--- config.mk ---
export PLATFORM = sky130hd
export DESIGN_NAME = vframe_timing_gen
export DESIGN_NICKNAME = d
export VERILOG_FILES = /design/src/rtl/vft_pkg.sv /design/src/rtl/vft_shadow_regs.sv /design/src/rtl/vft_raster_counter.sv /design/src/rtl/vft_pixel_qualify.sv /design/src/rtl/vft_integ_ptr.sv /design/src/rtl/vframe_timing_gen.sv
export SDC_FILE = /design/constraint.sdc
export NUM_CORES = 1
export LEC_CHECK = 0
export ABC_CLOCK_PERIOD_IN_PS = 16200
export BUFFER_PORTS_ARGS = -buffer_cell sky130_fd_sc_hd__buf_4
export CAP_MARGIN = 20
export CORE_UTILIZATION = 65
export DETAILED_ROUTE_END_ITERATION = 8
export PLACE_DENSITY_LB_ADDON = 0.05
export SLEW_MARGIN = 20
export SYNTH_ARGS = -nofsm -noshare
export SYNTH_HDL_FRONTEND = slang
export SYNTH_SLANG_ARGS = --single-unit
--- constraint.sdc ---
create_clock -name clk -period 16.2 [get_ports clk]
set_input_delay 0.81 -clock clk [delete_from_list [all_inputs] [get_ports clk]]
set_output_delay 0.81 -clock clk [all_outputs]
set_load 0.02 [all_outputs]
--- src/rtl/vft_pkg.sv ---
// Shared types for the virtual-frame timing generator.
package vft_pkg;
    // Which part of the frame the raster is in.
    typedef enum logic {
        SEG_ROWS = 1'b0,
        SEG_TAIL = 1'b1
    } seg_e;
endpackage

--- src/rtl/vft_shadow_regs.sv ---
// Holds the written window and virtual-frame sizes and keeps the window
// inside the frame. Assumes the default window fits the default frame.
module vft_shadow_regs #(
    parameter int COL_W        = 14,
    parameter int ROW_W        = 10,
    parameter int DEF_VF_COLS  = 16,
    parameter int DEF_VF_ROWS  = 4,
    parameter int DEF_WIN_COLS = 8,
    parameter int DEF_WIN_ROWS = 3
) (
    input  logic             clk,
    input  logic             rst_n,
    input  logic             win_we,
    input  logic [COL_W-1:0] win_cols_in,
    input  logic [ROW_W-1:0] win_rows_in,
    input  logic             vf_we,
    input  logic [COL_W-1:0] vf_cols_in,
    input  logic [ROW_W-1:0] vf_rows_in,
    output logic [COL_W-1:0] sh_vf_cols,
    output logic [ROW_W-1:0] sh_vf_rows,
    output logic [COL_W-1:0] sh_win_cols,
    output logic [ROW_W-1:0] sh_win_rows
);
    logic [COL_W-1:0] vfc_req, vfc_nx, winc_nx;
    logic [ROW_W-1:0] vfr_req, vfr_nx, winr_nx;

    // Next sizes: a frame write clips the window, a window write widens the frame.
    always_comb begin
        vfc_req = (vf_cols_in == '0) ? COL_W'(1) : vf_cols_in;
        vfr_req = (vf_rows_in == '0) ? ROW_W'(1) : vf_rows_in;
        vfc_nx  = sh_vf_cols;
        vfr_nx  = sh_vf_rows;
        winc_nx = sh_win_cols;
        winr_nx = sh_win_rows;
        if (vf_we) begin
            vfc_nx  = vfc_req;
            vfr_nx  = vfr_req;
            winc_nx = (sh_win_cols > vfc_req) ? vfc_req : sh_win_cols;
            winr_nx = (sh_win_rows > vfr_req) ? vfr_req : sh_win_rows;
        end
        if (win_we) begin
            winc_nx = win_cols_in;
            winr_nx = win_rows_in;
            if (win_cols_in > vfc_nx) vfc_nx = win_cols_in;
            if (win_rows_in > vfr_nx) vfr_nx = win_rows_in;
        end
    end

    // Size storage.
    always_ff @(posedge clk) begin
        if (!rst_n) begin
            sh_vf_cols  <= COL_W'(DEF_VF_COLS);
            sh_vf_rows  <= ROW_W'(DEF_VF_ROWS);
            sh_win_cols <= COL_W'(DEF_WIN_COLS);
            sh_win_rows <= ROW_W'(DEF_WIN_ROWS);
        end else begin
            sh_vf_cols  <= vfc_nx;
            sh_vf_rows  <= vfr_nx;
            sh_win_cols <= winc_nx;
            sh_win_rows <= winr_nx;
        end
    end

    // stored window never exceeds stored frame.
    assert_win_inside_frame_R7: assert property (@(posedge clk) disable iff (!rst_n)
        (sh_win_cols <= sh_vf_cols) && (sh_win_rows <= sh_vf_rows));
    // a stored frame dimension is never zero.
    assert_frame_nonzero_R8: assert property (@(posedge clk) disable iff (!rst_n)
        (sh_vf_cols != '0) && (sh_vf_rows != '0));
endmodule

--- src/rtl/vft_raster_counter.sv ---
// Column/row raster over the virtual frame plus its tail segment. Latches
// all settings at the frame end so a frame runs on one consistent set.
// Assumes TRIM_W is at most COL_W-2 so row lengths fit RT_W bits.
module vft_raster_counter
    import vft_pkg::*;
#(
    parameter int COL_W        = 14,
    parameter int ROW_W        = 10,
    parameter int TRIM_W       = 8,
    parameter int PTR_W        = 10,
    parameter int RT_W         = 16,
    parameter int CLAMP_LIMIT  = 719,
    parameter int ROW_OVERHEAD = 19,
    parameter int DEF_VF_COLS  = 16,
    parameter int DEF_VF_ROWS  = 4,
    parameter int DEF_WIN_COLS = 8,
    parameter int DEF_WIN_ROWS = 3
) (
    input  logic              clk,
    input  logic              rst_n,
    input  logic [COL_W-1:0]  sh_vf_cols,
    input  logic [ROW_W-1:0]  sh_vf_rows,
    input  logic [COL_W-1:0]  sh_win_cols,
    input  logic [ROW_W-1:0]  sh_win_rows,
    input  logic [TRIM_W-1:0] trim_a,
    input  logic [TRIM_W-1:0] trim_b,
    input  logic [PTR_W-1:0]  col_ptr,
    input  logic [PTR_W-1:0]  row_ptr,
    input  logic [ROW_W-1:0]  lead_rows,
    output logic              started,
    output logic [RT_W-1:0]   col,
    output logic [ROW_W-1:0]  row,
    output logic              in_tail,
    output logic              short_rows,
    output logic [ROW_W-1:0]  act_vf_rows,
    output logic [COL_W-1:0]  act_win_cols,
    output logic [ROW_W-1:0]  act_win_rows,
    output logic [PTR_W-1:0]  act_col_ptr,
    output logic [PTR_W-1:0]  act_row_ptr,
    output logic [ROW_W-1:0]  act_lead
);
    logic [COL_W-1:0]  act_vf_cols;
    logic [TRIM_W-1:0] act_trim_a, act_trim_b;
    logic [RT_W-1:0]   row_len, tail_len, cur_len;
    logic              row_end, frame_end;
    seg_e              seg;

    // Segment lengths from the active settings.
    always_comb begin
        row_len    = RT_W'(act_vf_cols) + RT_W'(act_trim_a) + RT_W'(act_trim_b)
                   + RT_W'(ROW_OVERHEAD);
        short_rows = row_len < RT_W'(CLAMP_LIMIT);
        tail_len   = short_rows ? (RT_W'(CLAMP_LIMIT) + RT_W'(act_trim_a)
                                   + RT_W'(act_trim_b) + RT_W'(ROW_OVERHEAD))
                                : row_len;
        seg        = (row == act_vf_rows) ? SEG_TAIL : SEG_ROWS;
        in_tail    = (seg == SEG_TAIL);
        cur_len    = in_tail ? tail_len : row_len;
        row_end    = (col == cur_len - RT_W'(1));
        frame_end  = started && in_tail && row_end;
    end

    // Run flag: the raster starts one cycle after reset release.
    always_ff @(posedge clk) begin
        if (!rst_n) started <= 1'b0;
        else        started <= 1'b1;
    end

    // Column and row counters.
    always_ff @(posedge clk) begin
        if (!rst_n) begin
            col <= '0;
            row <= '0;
        end else if (started) begin
            if (row_end) begin
                col <= '0;
                row <= in_tail ? '0 : row + ROW_W'(1);
            end else begin
                col <= col + RT_W'(1);
            end
        end
    end

    // Frame-boundary latch of every setting.
    always_ff @(posedge clk) begin
        if (!rst_n) begin
            act_vf_cols  <= COL_W'(DEF_VF_COLS);
            act_vf_rows  <= ROW_W'(DEF_VF_ROWS);
            act_win_cols <= COL_W'(DEF_WIN_COLS);
            act_win_rows <= ROW_W'(DEF_WIN_ROWS);
            act_trim_a   <= '0;
            act_trim_b   <= '0;
            act_col_ptr  <= '0;
            act_row_ptr  <= '0;
            act_lead     <= '0;
        end else if (frame_end) begin
            act_vf_cols  <= sh_vf_cols;
            act_vf_rows  <= sh_vf_rows;
            act_win_cols <= sh_win_cols;
            act_win_rows <= sh_win_rows;
            act_trim_a   <= trim_a;
            act_trim_b   <= trim_b;
            act_col_ptr  <= col_ptr;
            act_row_ptr  <= row_ptr;
            act_lead     <= lead_rows;
        end
    end

    // column never runs past the current segment.
    assert_col_in_segment_R2: assert property (@(posedge clk) disable iff (!rst_n)
        col < cur_len);
    // a data row end moves to the next row at column 0.
    assert_row_step_R2: assert property (@(posedge clk) disable iff (!rst_n)
        (started && row_end && !in_tail) |=> (col == '0) && (row == $past(row) + ROW_W'(1)));
    // active settings move only at a frame end.
    assert_cfg_frozen_R9: assert property (@(posedge clk) disable iff (!rst_n)
        !frame_end |=> $stable(act_vf_cols) && $stable(act_vf_rows)
                       && $stable(act_win_cols) && $stable(act_trim_a) && $stable(act_lead));
endmodule

--- src/rtl/vft_pixel_qualify.sv ---
// Turns raster position into sof, line_sync, pix_valid and clamp_on.
// Assumes PTR_W is at most RT_W and the window lies inside the frame.
module vft_pixel_qualify #(
    parameter int COL_W      = 14,
    parameter int ROW_W      = 10,
    parameter int PTR_W      = 10,
    parameter int RT_W       = 16,
    parameter int ARRAY_COLS = 704,
    parameter int ARRAY_ROWS = 512
) (
    input  logic             clk,
    input  logic             rst_n,
    input  logic             started,
    input  logic [RT_W-1:0]  col,
    input  logic [ROW_W-1:0] row,
    input  logic             in_tail,
    input  logic             short_rows,
    input  logic [COL_W-1:0] act_win_cols,
    input  logic [ROW_W-1:0] act_win_rows,
    input  logic [PTR_W-1:0] act_col_ptr,
    input  logic [PTR_W-1:0] act_row_ptr,
    output logic             sof,
    output logic             line_sync,
    output logic             pix_valid,
    output logic             clamp_on
);
    localparam int PC_W = RT_W + 1;
    localparam int PR_W = ((ROW_W > PTR_W) ? ROW_W : PTR_W) + 1;

    logic in_win, phys_col_ok, phys_row_ok;

    // Window span and physical-array bounds for the current position.
    always_comb begin
        in_win      = started && !in_tail && (col < RT_W'(act_win_cols))
                      && (row < act_win_rows);
        phys_col_ok = (PC_W'(act_col_ptr) + PC_W'(col)) < PC_W'(ARRAY_COLS);
        phys_row_ok = (PR_W'(act_row_ptr) + PR_W'(row)) < PR_W'(ARRAY_ROWS);
        line_sync   = in_win;
        pix_valid   = in_win && phys_col_ok && phys_row_ok;
        sof         = started && (row == '0) && (col == '0);
        clamp_on    = started && in_tail && short_rows;
    end

    // sof never lasts two clocks.
    assert_sof_single_R4: assert property (@(posedge clk) disable iff (!rst_n)
        sof |=> !sof);
    // a valid pixel always lies inside the line span.
    assert_pix_in_line_R6: assert property (@(posedge clk) disable iff (!rst_n)
        pix_valid |-> line_sync);
    // the clamp tail ends exactly where the next frame starts.
    assert_clamp_to_sof_R3: assert property (@(posedge clk) disable iff (!rst_n)
        $fell(clamp_on) |-> sof);
endmodule

--- src/rtl/vft_integ_ptr.sv ---
// Rolling integration reset row: readout row plus a lead, wrapped by the
// frame depth. Assumes row never exceeds vf_rows and vf_rows is nonzero.
module vft_integ_ptr #(
    parameter int ROW_W = 10
) (
    input  logic             clk,
    input  logic             rst_n,
    input  logic [ROW_W-1:0] row,
    input  logic [ROW_W-1:0] act_vf_rows,
    input  logic [ROW_W-1:0] act_lead,
    output logic [ROW_W-1:0] int_rst_row
);
    logic [ROW_W-1:0] lead_eff;
    logic [ROW_W:0]   sum;

    // Limit the lead to one frame, then wrap with a single subtraction.
    always_comb begin
        lead_eff    = (act_lead < act_vf_rows) ? act_lead : act_vf_rows - ROW_W'(1);
        sum         = {1'b0, row} + {1'b0, lead_eff};
        int_rst_row = (sum >= {1'b0, act_vf_rows}) ? ROW_W'(sum - {1'b0, act_vf_rows})
                                                   : ROW_W'(sum);
    end

    // the reset pointer always addresses a row of the frame.
    assert_ptr_below_depth_R10: assert property (@(posedge clk) disable iff (!rst_n)
        int_rst_row < act_vf_rows);
endmodule

--- src/rtl/vframe_timing_gen.sv ---
// Top of the virtual-frame rolling timing generator: size registers with
// containment, frame-latched raster, pixel qualification, reset pointer.
// Assumes one pixel per master clock.
module vframe_timing_gen #(
    parameter int COL_W        = 14,
    parameter int ROW_W        = 10,
    parameter int TRIM_W       = 8,
    parameter int PTR_W        = 10,
    parameter int ARRAY_COLS   = 704,
    parameter int ARRAY_ROWS   = 512,
    parameter int CLAMP_LIMIT  = 719,
    parameter int ROW_OVERHEAD = 19,
    parameter int DEF_VF_COLS  = 16,
    parameter int DEF_VF_ROWS  = 4,
    parameter int DEF_WIN_COLS = 8,
    parameter int DEF_WIN_ROWS = 3
) (
    input  logic              clk,
    input  logic              rst_n,
    input  logic              win_we,
    input  logic [COL_W-1:0]  win_cols_in,
    input  logic [ROW_W-1:0]  win_rows_in,
    input  logic              vf_we,
    input  logic [COL_W-1:0]  vf_cols_in,
    input  logic [ROW_W-1:0]  vf_rows_in,
    input  logic [PTR_W-1:0]  col_ptr,
    input  logic [PTR_W-1:0]  row_ptr,
    input  logic [TRIM_W-1:0] trim_a,
    input  logic [TRIM_W-1:0] trim_b,
    input  logic [ROW_W-1:0]  lead_rows,
    output logic              sof,
    output logic              line_sync,
    output logic              pix_valid,
    output logic              clamp_on,
    output logic [ROW_W-1:0]  rd_row,
    output logic [ROW_W-1:0]  int_rst_row
);
    localparam int RT_W = COL_W + 2;

    logic [COL_W-1:0] sh_vf_cols, sh_win_cols, act_win_cols;
    logic [ROW_W-1:0] sh_vf_rows, sh_win_rows, act_vf_rows, act_win_rows, act_lead, row;
    logic [PTR_W-1:0] act_col_ptr, act_row_ptr;
    logic [RT_W-1:0]  col;
    logic             started, in_tail, short_rows;

    vft_shadow_regs #(
        .COL_W(COL_W), .ROW_W(ROW_W),
        .DEF_VF_COLS(DEF_VF_COLS), .DEF_VF_ROWS(DEF_VF_ROWS),
        .DEF_WIN_COLS(DEF_WIN_COLS), .DEF_WIN_ROWS(DEF_WIN_ROWS)
    ) shadow_i (
        .clk(clk), .rst_n(rst_n),
        .win_we(win_we), .win_cols_in(win_cols_in), .win_rows_in(win_rows_in),
        .vf_we(vf_we), .vf_cols_in(vf_cols_in), .vf_rows_in(vf_rows_in),
        .sh_vf_cols(sh_vf_cols), .sh_vf_rows(sh_vf_rows),
        .sh_win_cols(sh_win_cols), .sh_win_rows(sh_win_rows)
    );

    vft_raster_counter #(
        .COL_W(COL_W), .ROW_W(ROW_W), .TRIM_W(TRIM_W), .PTR_W(PTR_W), .RT_W(RT_W),
        .CLAMP_LIMIT(CLAMP_LIMIT), .ROW_OVERHEAD(ROW_OVERHEAD),
        .DEF_VF_COLS(DEF_VF_COLS), .DEF_VF_ROWS(DEF_VF_ROWS),
        .DEF_WIN_COLS(DEF_WIN_COLS), .DEF_WIN_ROWS(DEF_WIN_ROWS)
    ) raster_i (
        .clk(clk), .rst_n(rst_n),
        .sh_vf_cols(sh_vf_cols), .sh_vf_rows(sh_vf_rows),
        .sh_win_cols(sh_win_cols), .sh_win_rows(sh_win_rows),
        .trim_a(trim_a), .trim_b(trim_b), .col_ptr(col_ptr), .row_ptr(row_ptr),
        .lead_rows(lead_rows),
        .started(started), .col(col), .row(row), .in_tail(in_tail),
        .short_rows(short_rows), .act_vf_rows(act_vf_rows),
        .act_win_cols(act_win_cols), .act_win_rows(act_win_rows),
        .act_col_ptr(act_col_ptr), .act_row_ptr(act_row_ptr), .act_lead(act_lead)
    );

    vft_pixel_qualify #(
        .COL_W(COL_W), .ROW_W(ROW_W), .PTR_W(PTR_W), .RT_W(RT_W),
        .ARRAY_COLS(ARRAY_COLS), .ARRAY_ROWS(ARRAY_ROWS)
    ) qualify_i (
        .clk(clk), .rst_n(rst_n), .started(started), .col(col), .row(row),
        .in_tail(in_tail), .short_rows(short_rows),
        .act_win_cols(act_win_cols), .act_win_rows(act_win_rows),
        .act_col_ptr(act_col_ptr), .act_row_ptr(act_row_ptr),
        .sof(sof), .line_sync(line_sync), .pix_valid(pix_valid), .clamp_on(clamp_on)
    );

    vft_integ_ptr #(
        .ROW_W(ROW_W)
    ) integ_i (
        .clk(clk), .rst_n(rst_n), .row(row), .act_vf_rows(act_vf_rows),
        .act_lead(act_lead), .int_rst_row(int_rst_row)
    );

    assign rd_row = row;
endmodule

==> reports/metrics.sh <==
WORSTREG2REGSTART='raster_i.act_trim_a[0]'
FIRST_PASS_ITERS=5
YOSYS.AREA_SHARE.XOR_XNOR=0.05634
CLK_ROOT_BUFFER_CELL='sky130_fd_sc_hd__clkbuf_16'
CLK-INSERTION-DELAY-LATE_PS=440
CRITPATHREQUIREDTIME_PS=16480
GP_CONGESTION=0.9607
MAXCLOCKFREQUENCY_GHz=0.1120
TIMING.CRITICAL_PATH.SLOWEST_CELL_DELAY_PS=750
WORST_RELATIVE_SLEW_SLACK=0.3570
ANTENNADIODECOUNT=0
ROW_COUNT=53
PLACED_CELLS_INCL_TAPS=2028
SYNTH.MUX.AREA_FRACTION=0.1287
HOLD_CLASS='flip-flop to flip-flop'
RSZ0062_AT_GRT='false'
DETAIL_ROUTE.WL_PER_CELL_UM=17.44
WORST_HOLD_PATH.NUM_CELLS=2
TOTAL_CELL_AREA_AT_THE_PLACEMENT_STAGE_MM2=0.01487
WORST-R2R-SETUP-SLACK_PS=7280
SETUP-VIOLATIONS-FINAL=0
AREA_DELTA_SYNTH_FINAL_PCT=11.76
CHIPWIDTH_UM=147.9
FINAL_HOLD_VIOL_COUNT=0
VIA_PER_INST=5.981
HIGHEST_COUNT_CELLS_IN_THE_LAYOUT_IGNORING_FILL_AND_TAPS='256 x sky130_fd_sc_hd__nand2_1, 169 x sky130_fd_sc_hd__dfxtp_1, 164 x sky130_fd_sc_hd__ha_1, 155 x sky130_fd_sc_hd__mux2i_1, 127 x sky130_fd_sc_hd__buf_4'
SYNTH_EDF_COUNT=0
POSTCTSHOLDBUFS=0
SYNTH_LARGEST_AREA_CELL='sky130_fd_sc_hd__dfxtp_1'
NUMCTSBUFFERS=17
POST_ROUTE_CELLS_DRIVE_ABOVE_1_SHARE=0.1256
DESIGN.CORE.AREA_MM2=0.02096
NETLIST_AREA_PRE_PLACE_MM2=0.01383
INITIAL_CORE_UTIL=0.6602
CRITPATHMAXFANOUT=54
WORSTHOLDSTART='raster_i.act_win_cols[11]'
FIN_HOLD_WS_PS=460.8
GRT_USE_TOTAL=0.3367
CRITICAL_PATH_CLASS='flip-flop to flip-flop'
POWER_LEAKAGE_nW=7.513
WORST_SETUP_PATH_START_KIND='flip-flop'
TNS_PS=0
IO_BUFFERS=121
NETLIST_INSTANCES=1694
FINAL_COMMON_CELL='sky130_fd_sc_hd__nand2_1'
CTS.HTREE.LEVELS=4
OUTCOME='complete, no violations'
GRT_START_MAX_NET_PINS=105
MAX_CAP_VIOLATIONS=0
WORST_PATH_MOST_REPEATED_CELL='sky130_fd_sc_hd__ha_1'
CRIT_ARRIVAL_PS=9210
SYNTH_ASYNC_RESET_RATIO=0
YS_SEQ_AREA_FRAC=0.2446
STDCELL_COUNT=2059
COUNT_OF_DIFFERENT_CELL_MASTERS_AFTER_SYNTHESIS=82
ANTENNA_LEFT=0
NUMBER_OF_REMAINING_DRC_ERRORS=0
FIN_WORST_SKEW_PS=14.60
SYNTH_COMPOUND_GATE_AREA_SHARE=0.1484
MAX-CLOCK-PATH-BUFFERS=2
POST_CTS_RESIZE_COUNT=0
SYNTH_TOP_FAMILY_BY_AREA='simple AND/OR/NAND/NOR gates'
FIN_CRIT_SHARE=0.5509
DIE_AREA_MM2=0.02187
DETAILED_PLACE_HPWL_UM=27500
DRT_ITER0_DRC=769
FINALWORSTPATHREQUIREDPERIOD_PS=8925
SYN_AVG_CELL_AREA_UM2=8.167
SYNTH-WARNING-COUNT=0
TIMING_MAX_TRANSITION_VIOLATIONS_FINAL=0
WORST_SETUP_HOLD_PATH_CLK_SLEW_PS=70
SYNTHESIS.NETS=1961
DESIGN.PORTCOUNT=122
DIEHEIGHT_UM=147.9
POSTSYNTHREGISTERBITS=169
FINISH.INSTANCE_AREA_MM2=0.01546
ENDPOINT_KIND_OF_THE_WORST_SETUP_TIMING_PATH='flip-flop'
HOLD_PATH_END='raster_i.act_win_cols[11]'
WIRE_LENGTH_OF_THE_FIRST_GLOBAL_ROUTING_PASS_UM=58750
SYNTH_SIMPLE_GATE_AREA_FRAC=0.2146
CTS_SETUP_BUFFERS=0
DR_TOTAL_VIAS=12315
VIAS_IN_THE_FIRST_GLOBAL_ROUTE=11562
YOSYS.AREA_SHARE.ADDER=0.1556
NETS=2039
CTS_NUM_SINKS=169
CTS_TREE='built'
YOSYS-TOP-CELLS-AREA='sky130_fd_sc_hd__dfxtp_1 24%, sky130_fd_sc_hd__ha_1 15%, sky130_fd_sc_hd__mux2i_1 11%'
NUMBER_OF_ANTENNA_VIOLATIONS_AT_THE_FIRST_CHECK_IN_GLOBAL_ROUTING=0
TIMING.RR.END='raster_i.act_trim_b[4]'
GR_OVERFLOW_TOTAL=0
PEAKVDDDROP_uV=58.52
FINAL_UTIL=0.7378
WORST_PIN_SLEW_PS=961.0
FF2FF_PATH_DEPTH=28
POWER.DENSITY_mW_PER_MM2=62.67
CRITICAL-PATH-SLOWEST-CELL='sky130_fd_sc_hd__a211oi_4'
YOSYS_MOST_USED_DFF='sky130_fd_sc_hd__dfxtp_1'
DRT_WL_TOTAL_UM=35910
SYNTH_TOP_CELL_AREA_SHARE=0.2446
==> cells in the mapped netlist, types with 7 or more instances <==
cell type and number:
sky130_fd_sc_hd__a21o_1 32, sky130_fd_sc_hd__mux2_2 19, sky130_fd_sc_hd__nor2b_1 50, sky130_fd_sc_hd__buf_2 15, sky130_fd_sc_hd__nand4_1 26, sky130_fd_sc_hd__o21ai_0 69, sky130_fd_sc_hd__a211oi_1 9, sky130_fd_sc_hd__and2_1 21
sky130_fd_sc_hd__inv_1 116, sky130_fd_sc_hd__mux2i_1 155, sky130_fd_sc_hd__nand2_1 256, sky130_fd_sc_hd__clkbuf_1 52, sky130_fd_sc_hd__o31ai_1 7, sky130_fd_sc_hd__or3_1 8, sky130_fd_sc_hd__nor3_1 22, sky130_fd_sc_hd__o21ai_1 7
sky130_fd_sc_hd__or2_2 22, sky130_fd_sc_hd__dfxtp_1 169, sky130_fd_sc_hd__o211ai_1 10, sky130_fd_sc_hd__a21oi_1 80, sky130_fd_sc_hd__nor2_1 72, sky130_fd_sc_hd__o21bai_1 7, sky130_fd_sc_hd__nand3_1 22, sky130_fd_sc_hd__xor2_1 43
sky130_fd_sc_hd__nand2b_1 30, sky130_fd_sc_hd__nor4_1 20, sky130_fd_sc_hd__and4_1 8, sky130_fd_sc_hd__and3_1 10, sky130_fd_sc_hd__xnor2_1 46, sky130_fd_sc_hd__ha_1 164, sky130_fd_sc_hd__a21boi_0 22
==> registers in the layout (all words and copies together), names as in the netlist, 14 cells and up <==
signal / flops
raster_i.act_win_cols: 14
shadow_i.sh_win_cols: 14
raster_i.act_vf_cols: 14
raster_i.col: 16
shadow_i.sh_vf_cols: 14
==> worst max path at each step <==
stage,start,endpoint,depth (start not counted)
4_1_cts,raster_i.act_trim_a[0],raster_i.act_trim_b[4],28
5_1_grt,raster_i.act_trim_a[0],raster_i.act_vf_cols[1],28
6_report,raster_i.act_trim_a[0],raster_i.act_trim_b[4],28
3_5_place_dp,raster_i.act_trim_a[0],raster_i.act_trim_b[4],28
2_1_floorplan,raster_i.act_trim_a[0],raster_i.act_col_ptr[0],29
3_3_place_gp,raster_i.act_trim_a[0],raster_i.act_trim_b[1],27
==> logic make-up (layout without fill, tap and decap cells) <==
family	count (synthesis)	in the layout
buffers and inverters	186	276
muxes	175	175
adders and majority gates	169	169
and+or+nand+nor	599	599
DFF	169	169
xor gates and xnor gates	89	89
AOI/OAI and AO/OA	307	307
==> stage by stage <==
step	power [W]	worst slack (ps)
after floorplan	0.0005148	9105
after global placement	0.0005573	7656
after detailed placement	0.0005609	7431
after CTS	0.0009722	7396
after global routing	0.001005	6560
final	0.0009689	7275
==> critical path: cells and delay by family (launching register included) <==
kind	cells	cell delay (ps)
multiplexers	3	770
buffers and inverters	3	750
XOR/XNOR	1	180
AO/OA/AOI/OAI	10	3030
flip-flops	1	350
AND/OR/NAND/NOR	6	1880
adder cells (fa/ha/maj)	5	1710
==> routing by layer <==
| layer | global-route usage | routed length [um] | up-vias | part of all wire |
|---|---|---|---|---|
| met5 | 0 | 0 | - | 0 |
| met4 | 0.1021 | 806 | 0 | 0.022 |
| met3 | 0.04877 | 1894 | 65 | 0.053 |
| met2 | 0.5377 | 16240 | 330 | 0.45 |
| met1 | 0.4680 | 16970 | 5824 | 0.47 |
| li1 | - | - | 6096 | - |
==> power by group <==
group / leakage, nW / internal (W) / switching [W]
Combinational: 5.85 / 0.0000554 / 0.0000614
Sequential: 1.37 / 0.000426 / 0.0000113
Clock: 0.289 / 0.000224 / 0.000192
==> layout make-up <==
cell class              count  area (um^2)
clock buffers              18        439.2
clock inverters            13        151.4
multi-input cells        1339         9739
flip-flops and latches    169         3383
inverters                 117        439.2
fillers                  1719         5494
well taps                 275        344.1
repair buffers            128        964.7
Note: power is estimated with default switching activity, not from simulation.
